$ cat src/rtl/cic_pkg.sv
package cic_pkg;
    localparam int MAX_STAGES = 6;
    localparam int RLOG_MAX   = 6;

    // log2 of the rate reduction for a mode value
    function automatic logic [2:0] cfg_rlog(input logic [1:0] m);
        case (m)
            2'd1:    return 3'd5;
            2'd2:    return 3'd4;
            default: return 3'd6;
        endcase
    endfunction

    // number of integrator/comb stages for a mode value
    function automatic logic [2:0] cfg_stages(input logic [1:0] m);
        return (m == 2'd2) ? 3'd6 : 3'd5;
    endfunction
endpackage

$ cat src/rtl/cic_ctrl.sv
module cic_ctrl
    import cic_pkg::*;
#(
    parameter int CNT_W = RLOG_MAX
) (
    input  logic       clk,
    input  logic       rst_n,
    input  logic [1:0] mode,
    input  logic       restart,
    input  logic       in_valid,
    output logic       clr,
    output logic       run,
    output logic       dec_evt,
    output logic       six_on,
    output logic [4:0] shift_amt
);
    typedef enum logic {S_CLEAR, S_RUN} state_e;
    state_e state, state_nx;

    logic [1:0]       mode_q;
    logic [CNT_W-1:0] cnt;
    logic [CNT_W-1:0] last;
    logic [2:0]       rlog;
    logic [2:0]       nst;

    always_ff @(posedge clk or negedge rst_n) begin
        if (!rst_n) state <= S_CLEAR;
        else        state <= state_nx;
    end

    always_comb begin
        state_nx = state;
        unique case (state)
            S_CLEAR: state_nx = restart ? S_CLEAR : S_RUN;
            S_RUN:   state_nx = restart ? S_CLEAR : S_RUN;
        endcase
    end

    always_comb begin
        clr = restart || (state == S_CLEAR);
        run = (state == S_RUN) && !restart;
    end

    assign rlog      = cfg_rlog(mode_q);
    assign nst       = cfg_stages(mode_q);
    assign last      = {CNT_W{1'b1}} >> (CNT_W - int'(rlog));
    assign six_on    = (nst == 3'd6);
    assign shift_amt = 5'(int'(nst) * int'(rlog));
    assign dec_evt   = run && in_valid && (cnt == last);

    always_ff @(posedge clk or negedge rst_n) begin
        if (!rst_n) begin
            mode_q <= 2'd0;
            cnt    <= '0;
        end else begin
            if (state == S_CLEAR && !restart) mode_q <= mode;
            if (clr)                  cnt <= '0;
            else if (run && in_valid) cnt <= (cnt == last) ? '0 : cnt + 1'b1;
        end
    end

    assert_restart_clears_R1: assert property (@(posedge clk) disable iff (!rst_n)
        restart |=> (state == S_CLEAR) && (cnt == '0));
    assert_mode_locked_R5: assert property (@(posedge clk) disable iff (!rst_n)
        (state == S_RUN) && ($past(state) == S_RUN) |-> $stable(mode_q));
    assert_count_bound_R6: assert property (@(posedge clk) disable iff (!rst_n)
        cnt <= last);
endmodule

$ cat src/rtl/cic_integ_bank.sv
module cic_integ_bank
    import cic_pkg::*;
#(
    parameter int ACC_W = 46
) (
    input  logic                    clk,
    input  logic                    rst_n,
    input  logic                    clr,
    input  logic                    en,
    input  logic                    six_on,
    input  logic signed [ACC_W-1:0] din,
    output logic signed [ACC_W-1:0] dout
);
    logic signed [ACC_W-1:0] acc [MAX_STAGES];
    logic signed [ACC_W-1:0] sum [MAX_STAGES];

    for (genvar k = 0; k < MAX_STAGES; k++) begin : g_stage
        logic stage_on;
        assign stage_on = (k < MAX_STAGES - 1) || six_on;
        if (k == 0) begin : g_first
            assign sum[k] = acc[k] + din;
        end else begin : g_next
            assign sum[k] = acc[k] + sum[k-1];
        end
        always_ff @(posedge clk or negedge rst_n) begin
            if (!rst_n)                acc[k] <= '0;
            else if (clr || !stage_on) acc[k] <= '0;
            else if (en)               acc[k] <= sum[k];
        end
    end

    assign dout = six_on ? sum[MAX_STAGES-1] : sum[MAX_STAGES-2];

    assert_integ_bypass_zero_R8: assert property (@(posedge clk) disable iff (!rst_n)
        !six_on |-> (acc[MAX_STAGES-1] == '0));
endmodule

$ cat src/rtl/cic_comb_bank.sv
module cic_comb_bank
    import cic_pkg::*;
#(
    parameter int ACC_W = 46
) (
    input  logic                    clk,
    input  logic                    rst_n,
    input  logic                    clr,
    input  logic                    en,
    input  logic                    six_on,
    input  logic signed [ACC_W-1:0] din,
    output logic signed [ACC_W-1:0] dout
);
    logic signed [ACC_W-1:0] prev [MAX_STAGES];
    logic signed [ACC_W-1:0] stin [MAX_STAGES];
    logic signed [ACC_W-1:0] diff [MAX_STAGES];

    for (genvar k = 0; k < MAX_STAGES; k++) begin : g_stage
        logic stage_on;
        assign stage_on = (k < MAX_STAGES - 1) || six_on;
        if (k == 0) begin : g_first
            assign stin[k] = din;
        end else begin : g_next
            assign stin[k] = diff[k-1];
        end
        assign diff[k] = stin[k] - prev[k];
        always_ff @(posedge clk or negedge rst_n) begin
            if (!rst_n)                prev[k] <= '0;
            else if (clr || !stage_on) prev[k] <= '0;
            else if (en)               prev[k] <= stin[k];
        end
    end

    assign dout = six_on ? diff[MAX_STAGES-1] : diff[MAX_STAGES-2];

    assert_comb_bypass_zero_R8: assert property (@(posedge clk) disable iff (!rst_n)
        !six_on |-> (prev[MAX_STAGES-1] == '0));
endmodule

$ cat src/rtl/cic_mode_decim.sv
module cic_mode_decim
    import cic_pkg::*;
#(
    parameter int IN_W  = 16,
    parameter int OUT_W = 16,
    parameter int GUARD = 30
) (
    input  logic                    clk,
    input  logic                    rst_n,
    input  logic [1:0]              mode,
    input  logic                    restart,
    input  logic                    in_valid,
    input  logic signed [IN_W-1:0]  in_data,
    output logic                    out_valid,
    output logic signed [OUT_W-1:0] out_data
);
    localparam int ACC_W = IN_W + GUARD;

    logic                    clr, run, dec_evt, six_on;
    logic [4:0]              shift_amt;
    logic signed [ACC_W-1:0] x_ext, integ_out, comb_out, scaled;

    assign x_ext = ACC_W'(in_data);

    cic_ctrl #(.CNT_W(RLOG_MAX)) u_ctrl (
        .clk(clk), .rst_n(rst_n), .mode(mode), .restart(restart),
        .in_valid(in_valid), .clr(clr), .run(run), .dec_evt(dec_evt),
        .six_on(six_on), .shift_amt(shift_amt)
    );

    cic_integ_bank #(.ACC_W(ACC_W)) u_integ (
        .clk(clk), .rst_n(rst_n), .clr(clr), .en(run && in_valid),
        .six_on(six_on), .din(x_ext), .dout(integ_out)
    );

    cic_comb_bank #(.ACC_W(ACC_W)) u_comb (
        .clk(clk), .rst_n(rst_n), .clr(clr), .en(dec_evt),
        .six_on(six_on), .din(integ_out), .dout(comb_out)
    );

    assign scaled = comb_out >>> shift_amt;

    always_ff @(posedge clk or negedge rst_n) begin
        if (!rst_n) begin
            out_valid <= 1'b0;
            out_data  <= '0;
        end else begin
            out_valid <= dec_evt;
            if (dec_evt) out_data <= scaled[OUT_W-1:0];
        end
    end

    assert_single_strobe_R6: assert property (@(posedge clk) disable iff (!rst_n)
        out_valid |=> !out_valid);
    assert_strobe_after_sample_R6: assert property (@(posedge clk) disable iff (!rst_n)
        out_valid |-> $past(in_valid) && !$past(restart));
endmodule

$ cat config.mk
export PLATFORM = sky130hd
export DESIGN_NAME = cic_mode_decim
export DESIGN_NICKNAME = d
export VERILOG_FILES = /design/src/rtl/cic_pkg.sv /design/src/rtl/cic_ctrl.sv /design/src/rtl/cic_integ_bank.sv /design/src/rtl/cic_comb_bank.sv /design/src/rtl/cic_mode_decim.sv
export SDC_FILE = /design/constraint.sdc
export NUM_CORES = 2
export LEC_CHECK = 0
export ABC_AREA = 1
export BUFFER_PORTS_ARGS = -buffer_cell sky130_fd_sc_hd__buf_2
export CAP_MARGIN = 20
export CORE_MARGIN = 10
export CORE_UTILIZATION = 45
export CTS_BUF_LIST = sky130_fd_sc_hd__clkbuf_4
export DETAILED_ROUTE_END_ITERATION = 7
export PLACE_DENSITY = 0.68
export SKIP_CTS_REPAIR_TIMING = 1
export SYNTH_ARGS = -nofsm -noshare
export SYNTH_HDL_FRONTEND = slang
export SYNTH_SLANG_ARGS = --single-unit
$ cat constraint.sdc
create_clock -name clk -period 15.9 [get_ports clk]
set_input_delay 3.18 -clock clk [delete_from_list [all_inputs] [get_ports clk]]
set_output_delay 3.18 -clock clk [all_outputs]
set_load 0.005 [all_outputs]
* Word-level counts from Yosys, hierarchy flattened
Cells that the tools add are included.
** Operators by class
- $add $sub $neg :: 14
- Multipliers :: 1
- Eq/ne operators :: 4
- Shift operators :: 2
- Multiplexer cells :: 32
- Bitwise gates (word level) :: 1
- Reduce and logical (&&, ||, !) cells :: 12
** Operator list (count)
- $mux W46 :: 26
- $sub A46 B46 Y46 :: 6
- $add A46 B46 Y46 :: 5
- $add A46 B16 Y46 :: 1
- $sshr A46 B5 Y16 :: 1
- $shr A6 B32 Y6 const A :: 1
- $mux W6 :: 3
- $reduce_bool A2 Y1 :: 4
- $add A6 B1 Y6 const B :: 1
- $eq A6 B6 Y1 :: 1
- $mul A3 B3 Y5 :: 1
- $logic_and A1 B1 Y1 :: 4
- $pmux W2 S2 :: 1
- $sub A3 B3 Y4 const A :: 1
- $eq A3 B3 Y1 const B :: 1
- $eq A2 B1 Y1 const B :: 1
- $eq A2 B2 Y1 const B :: 1
- $logic_not A1 Y1 :: 2
- $logic_or A1 B1 Y1 :: 2
- $mux W2 :: 1
- $mux W1 :: 1
- $not A1 Y1 :: 1
** Storage, ports and cells
- Register bits :: 578
- Bits of input ports :: 22
- Output and inout bits :: 17
- Logic and storage cells :: 83

* Depth between registers and ports, before layout
- Word-level depth :: 15
- Depth in mapped cells :: 114
- Mapped depth without buffers :: 114

* Hierarchy
A second synthesis with hierarchy kept.
** Second synthesis, totals
- Cell total of the unflattened synthesis :: 7949
- Area total of the unflattened synthesis :: 55703.4 µm²
** By module, submodules not included
- cic_comb_bank :: times used 1, cells each 3911, area each 26655.6 µm², sequential area each 6906.6 µm²
- cic_integ_bank :: times used 1, cells each 3468, area each 25647.1 µm², sequential area each 6906.6 µm²
- cic_mode_decim :: times used 1, cells each 494, area each 2780.2 µm², sequential area each 425.4 µm²
- cic_ctrl :: times used 1, cells each 76, area each 620.6 µm², sequential area each 225.2 µm²

* Worst setup path before layout
OpenSTA, ideal clock, no wires.
- Path type :: in2reg
- Start point :: in in_data[0]
- End point :: reg out_data[14]
- Library setup time :: 120 ps
- Arrival :: 18399 ps
- Data required time :: 15780 ps
- Slack :: -2619 ps
- Cell stages on the path :: 104
- Path buffers :: 0
- Path through :: ha_1 inv_1 fa_1 o21ai_1 a21o_1 a21oi_1 o21ai_1 a21boi_0 o21ai_0 a31oi_1 o21ai_0 a21oi_1 xnor2_1 ha_1 nand2_1 nor2_1 nand2_1 o21ai_0 (+68 left out) inv_1 ha_1 inv_1 nor3_1 inv_1 nor2_1 nor2_1 o21ai_0 a21oi_1 or2_2 nand3_1 nand3_1 nand2_1 inv_1 nand2_1 nand2_1 nand2_1 a21oi_2
** On the way
- Cells in the longest elaborated chain, start to end :: 15
** RTL lines
- start, declared :: RTL line cic_mode_decim.sv:13 : input logic signed [IN_W-1:0] in_data,
- $add A46 B16 Y46 * :: RTL line cic_integ_bank.sv:21 : assign sum[k] = acc[k] + din;
- $add A46 B46 Y46 * (4 in a row) :: RTL line cic_integ_bank.sv:23 : assign sum[k] = acc[k] + sum[k-1];
- $add A46 B46 Y46 :: RTL line cic_integ_bank.sv:23
- $mux W46 * :: RTL line cic_integ_bank.sv:32 : assign dout = six_on ? sum[MAX_STAGES-1] : sum[MAX_STAGES-2];
- $sub A46 B46 Y46 * (5 in a row) :: RTL line cic_comb_bank.sv:26 : assign diff[k] = stin[k] - prev[k];
- $sub A46 B46 Y46 :: RTL line cic_comb_bank.sv:26
- $mux W46 * :: RTL line cic_comb_bank.sv:34 : assign dout = six_on ? diff[MAX_STAGES-1] : diff[MAX_STAGES-2];
- $sshr A46 B5 Y16 * :: RTL line cic_mode_decim.sv:41 : assign scaled = comb_out >>> shift_amt;
- end signal, assigned :: RTL line cic_mode_decim.sv:49 : if (dec_evt) out_data <= scaled[OUT_W-1:0];
- end, declared :: RTL line cic_mode_decim.sv:15 : output logic signed [OUT_W-1:0] out_data
Mark *: on every way between the ends. The rest lies on a longest branch, timed or not.
A chain may end at the register's enable or synchronous reset.

* Final worst setup path
Same ends and word-level chain as after synthesis.

==> reports/qor.csv <==
metric,value,unit
outcome,finished with violations,
violations,setup timing,
dr.pass1.iters,6,
synth_top_area_share,28.8,%
die_h,354,µm
core-area,0.111,mm²
start_util,45.4,%
grt_setup_unrepaired,yes,
synth_largest_area_cell,dfrtp_1,
fin_crit,18.40,ns
synth_edf_count,0,
crit_start,in_data[0],
r2r_slack,-0.86,ns
cts.clk_slew.worst_paths,0.06,ns
fp.dieArea,0.126,mm²
finalWirelength,175000,µm
cts-buffers-inserted,176,
met1_length,76600,µm
gp_congestion,0.925,
worst_pin_slew,1.20,ns
post-synth-top-count-cell,nand2_1,
r2r-end,out_data[14],
critPathMaxStageDelay,0.37,ns
finalCritPeriodShare,116,%
maxSlewHeadroom,20.1,%
cts_sinks,578,
dpl.hpwl,113000,µm
dr.max_layer_used,met4,
port_buffers,38,
cts_tree,built,
clockRootBuffer,clkbuf_4,
cp_max_fo,5,
routed-wl-met2,84100,µm
cp.required,17.00,ns
cpMaxStageDelayCell,ha_4,
clockBufferDepth,3,
ys.flop_type,dfrtp_1,
grt_pass1_vias,52700,
hold_viol,0,
postSynthCellCount,6789,
timing.rr.start,u_integ.acc[230],
setup_slack,-2.50,ns
ys.warnings.count,0,
maxSlewViolCount,0,
finClkSkew,0.0866,ns
syn_area_per_cell,7.41,µm²
grt_max_degree,187,
grt_overflow,0,
post_drt_wl_per_cell,17.0,µm
grt_pass1_wl,251000,µm
ioPinCount,39,
clock.fmax,54.3,MHz
viasPerCell,5.42,
die_x,354,µm
cp-end-kind,register,
worstPathArrival,19.51,ns
synth_fp_nets,7399,
drc_errors,0,
ys_seq_area_share,28.8,%
netlist_top_cells_area,"dfrtp_1 (29%), ha_1 (14%), nand2_1 (9.5%)",
wl_met3,9020,µm
drive_gt1_share,38.7,%
grt_use_total,23.4,%
min_path_cells,2,
area_growth,50.5,%
synth.distinct_cells,69,
synth-async-reset-ratio,100,%
crit_type,input port to register,
synth_area,0.0503,mm²
final_antenna_net_count,0,
nets,9321,
clk_latency,1.20,ns
reg2reg_depth,100,
worstSetupStartpointType,input port,
final_core_util,68.3,%
ys_top_cells_by_count,"nand2_1 (1,275), inv_1 (971), a21oi_1 (691)",
crit_end,out_data[14],
yosys_register_bits,578,
drv_cap,0,
cp_common_cell,nand2_1,
min_path_type,register to register,
fillers,8071,
grt_antenna_before_repair,1,
rows,122,
setup_viol,36,
vias,56000,
drt_iter0_drc,3995,
htreeDepth,4,
## placed cells by master, fill, tap and decap left out, types with 21 or more instances in the layout
cell / netlist / final
buf_4: 0 / 1855
a21oi_4: 1 / 58
nand3_1: 239 / 206
o21ai_1: 73 / 103
dfrtp_1: 578 / 578
o21ai_4: 0 / 21
nor3_1: 37 / 23
xnor2_1: 184 / 93
xor2_1: 293 / 196
a22o_1: 144 / 144
nor2_2: 6 / 55
nand2_1: 1275 / 1171
clkbuf_4: 0 / 243
xor2_2: 1 / 80
inv_1: 971 / 909
ha_1: 575 / 408
a21oi_1: 691 / 406
inv_2: 8 / 66
ha_4: 0 / 159
a21oi_2: 15 / 243
o22ai_1: 80 / 79
nand2_2: 18 / 112
nor2_1: 354 / 283
o21ai_2: 13 / 99
a31oi_1: 104 / 80
or2_2: 37 / 34
o21ai_0: 600 / 463
o211ai_1: 33 / 33
buf_2: 8 / 36
nor2_4: 1 / 23
nand3_2: 7 / 38
o21a_1: 46 / 46
xnor2_2: 0 / 76
nand4_1: 28 / 28
clkinv_1: 3 / 46
## registers in the layout, summed over array words and instances (netlist names)
signal and cells:
u_ctrl.cnt 6, u_comb.prev 276, u_integ.acc 276, out_data 16, out_valid 1, u_ctrl.state 1
u_ctrl.mode_q 2
## metrics by stage
stage / hold WS, ns / setup slack, ns / setup TNS (ns) / cell area [µm²] / cells
6_report: 0.486 / -2.50 / -47.29 / 75700 / 10300
5_1_grt: 0.505 / -3.29 / -76.91 / 75700 / 10300
4_1_cts: 0.483 / -3.23 / -67.54 / 67400 / 10100
3_5_place_dp: 0.466 / -4.40 / -134.47 / 65200 / 9827
3_3_place_gp: 0.459 / -4.13 / -118.68 / 65200 / 9827
2_1_floorplan: 0.449 / -1.53 / -17.79 / 51100 / 6789
## how the worst min path moves through the flow
stage,end,startpoint,slack [ns]
6_report,out_data[4],out_data[4],0.49
3_5_place_dp,out_data[4],out_data[4],0.47
3_3_place_gp,out_data[9],out_data[9],0.46
4_1_cts,out_data[4],out_data[4],0.48
2_1_floorplan,u_comb.prev[268],u_comb.prev[268],0.45
5_1_grt,out_data[4],out_data[4],0.51
## cells by family after synthesis
kind of cell    synth area share, %
simple gates                   16.5
compound gates                 22.6
buf+inv                        8.70
fa+ha+maj                      14.8
flops                          28.8
xor+xnor                       8.34
mux                           0.279
## worst max-delay path, delay by kind of cell
family / cells / cell delay (ns)
AOI/OAI and AO/OA: 38 / 6.10
adders and majority gates: 13 / 3.74
and+or+nand+nor: 27 / 3.00
xor gates and xnor gates: 10 / 2.15
buffers and inverters: 13 / 1.27
## routing by layer
layer | track usage [%] | up-vias
met1 | 31.4 | 27000
met2 | 39.0 | 1806
met3 | 3.12 | 477
met5 | 0 | -
li1 | - | 26800
met4 | 6.79 | 0
## area by class of cell
type	instances	area [µm²]	area share, %
clock inverter	69	382	0.504
sequential	578	14500	19.1
multi-input combinational	5057	39000	51.5
timing repair buffer	1916	14500	19.1
tap	1488	1860	2.46
inverter	982	3710	4.91
clock buffer	243	1820	2.41
antenna	2	5.00	0.00661
Power is left out: the tool's default activity adds up to more than one toggle a clock period on the data nets, which glitch-free logic cannot reach.
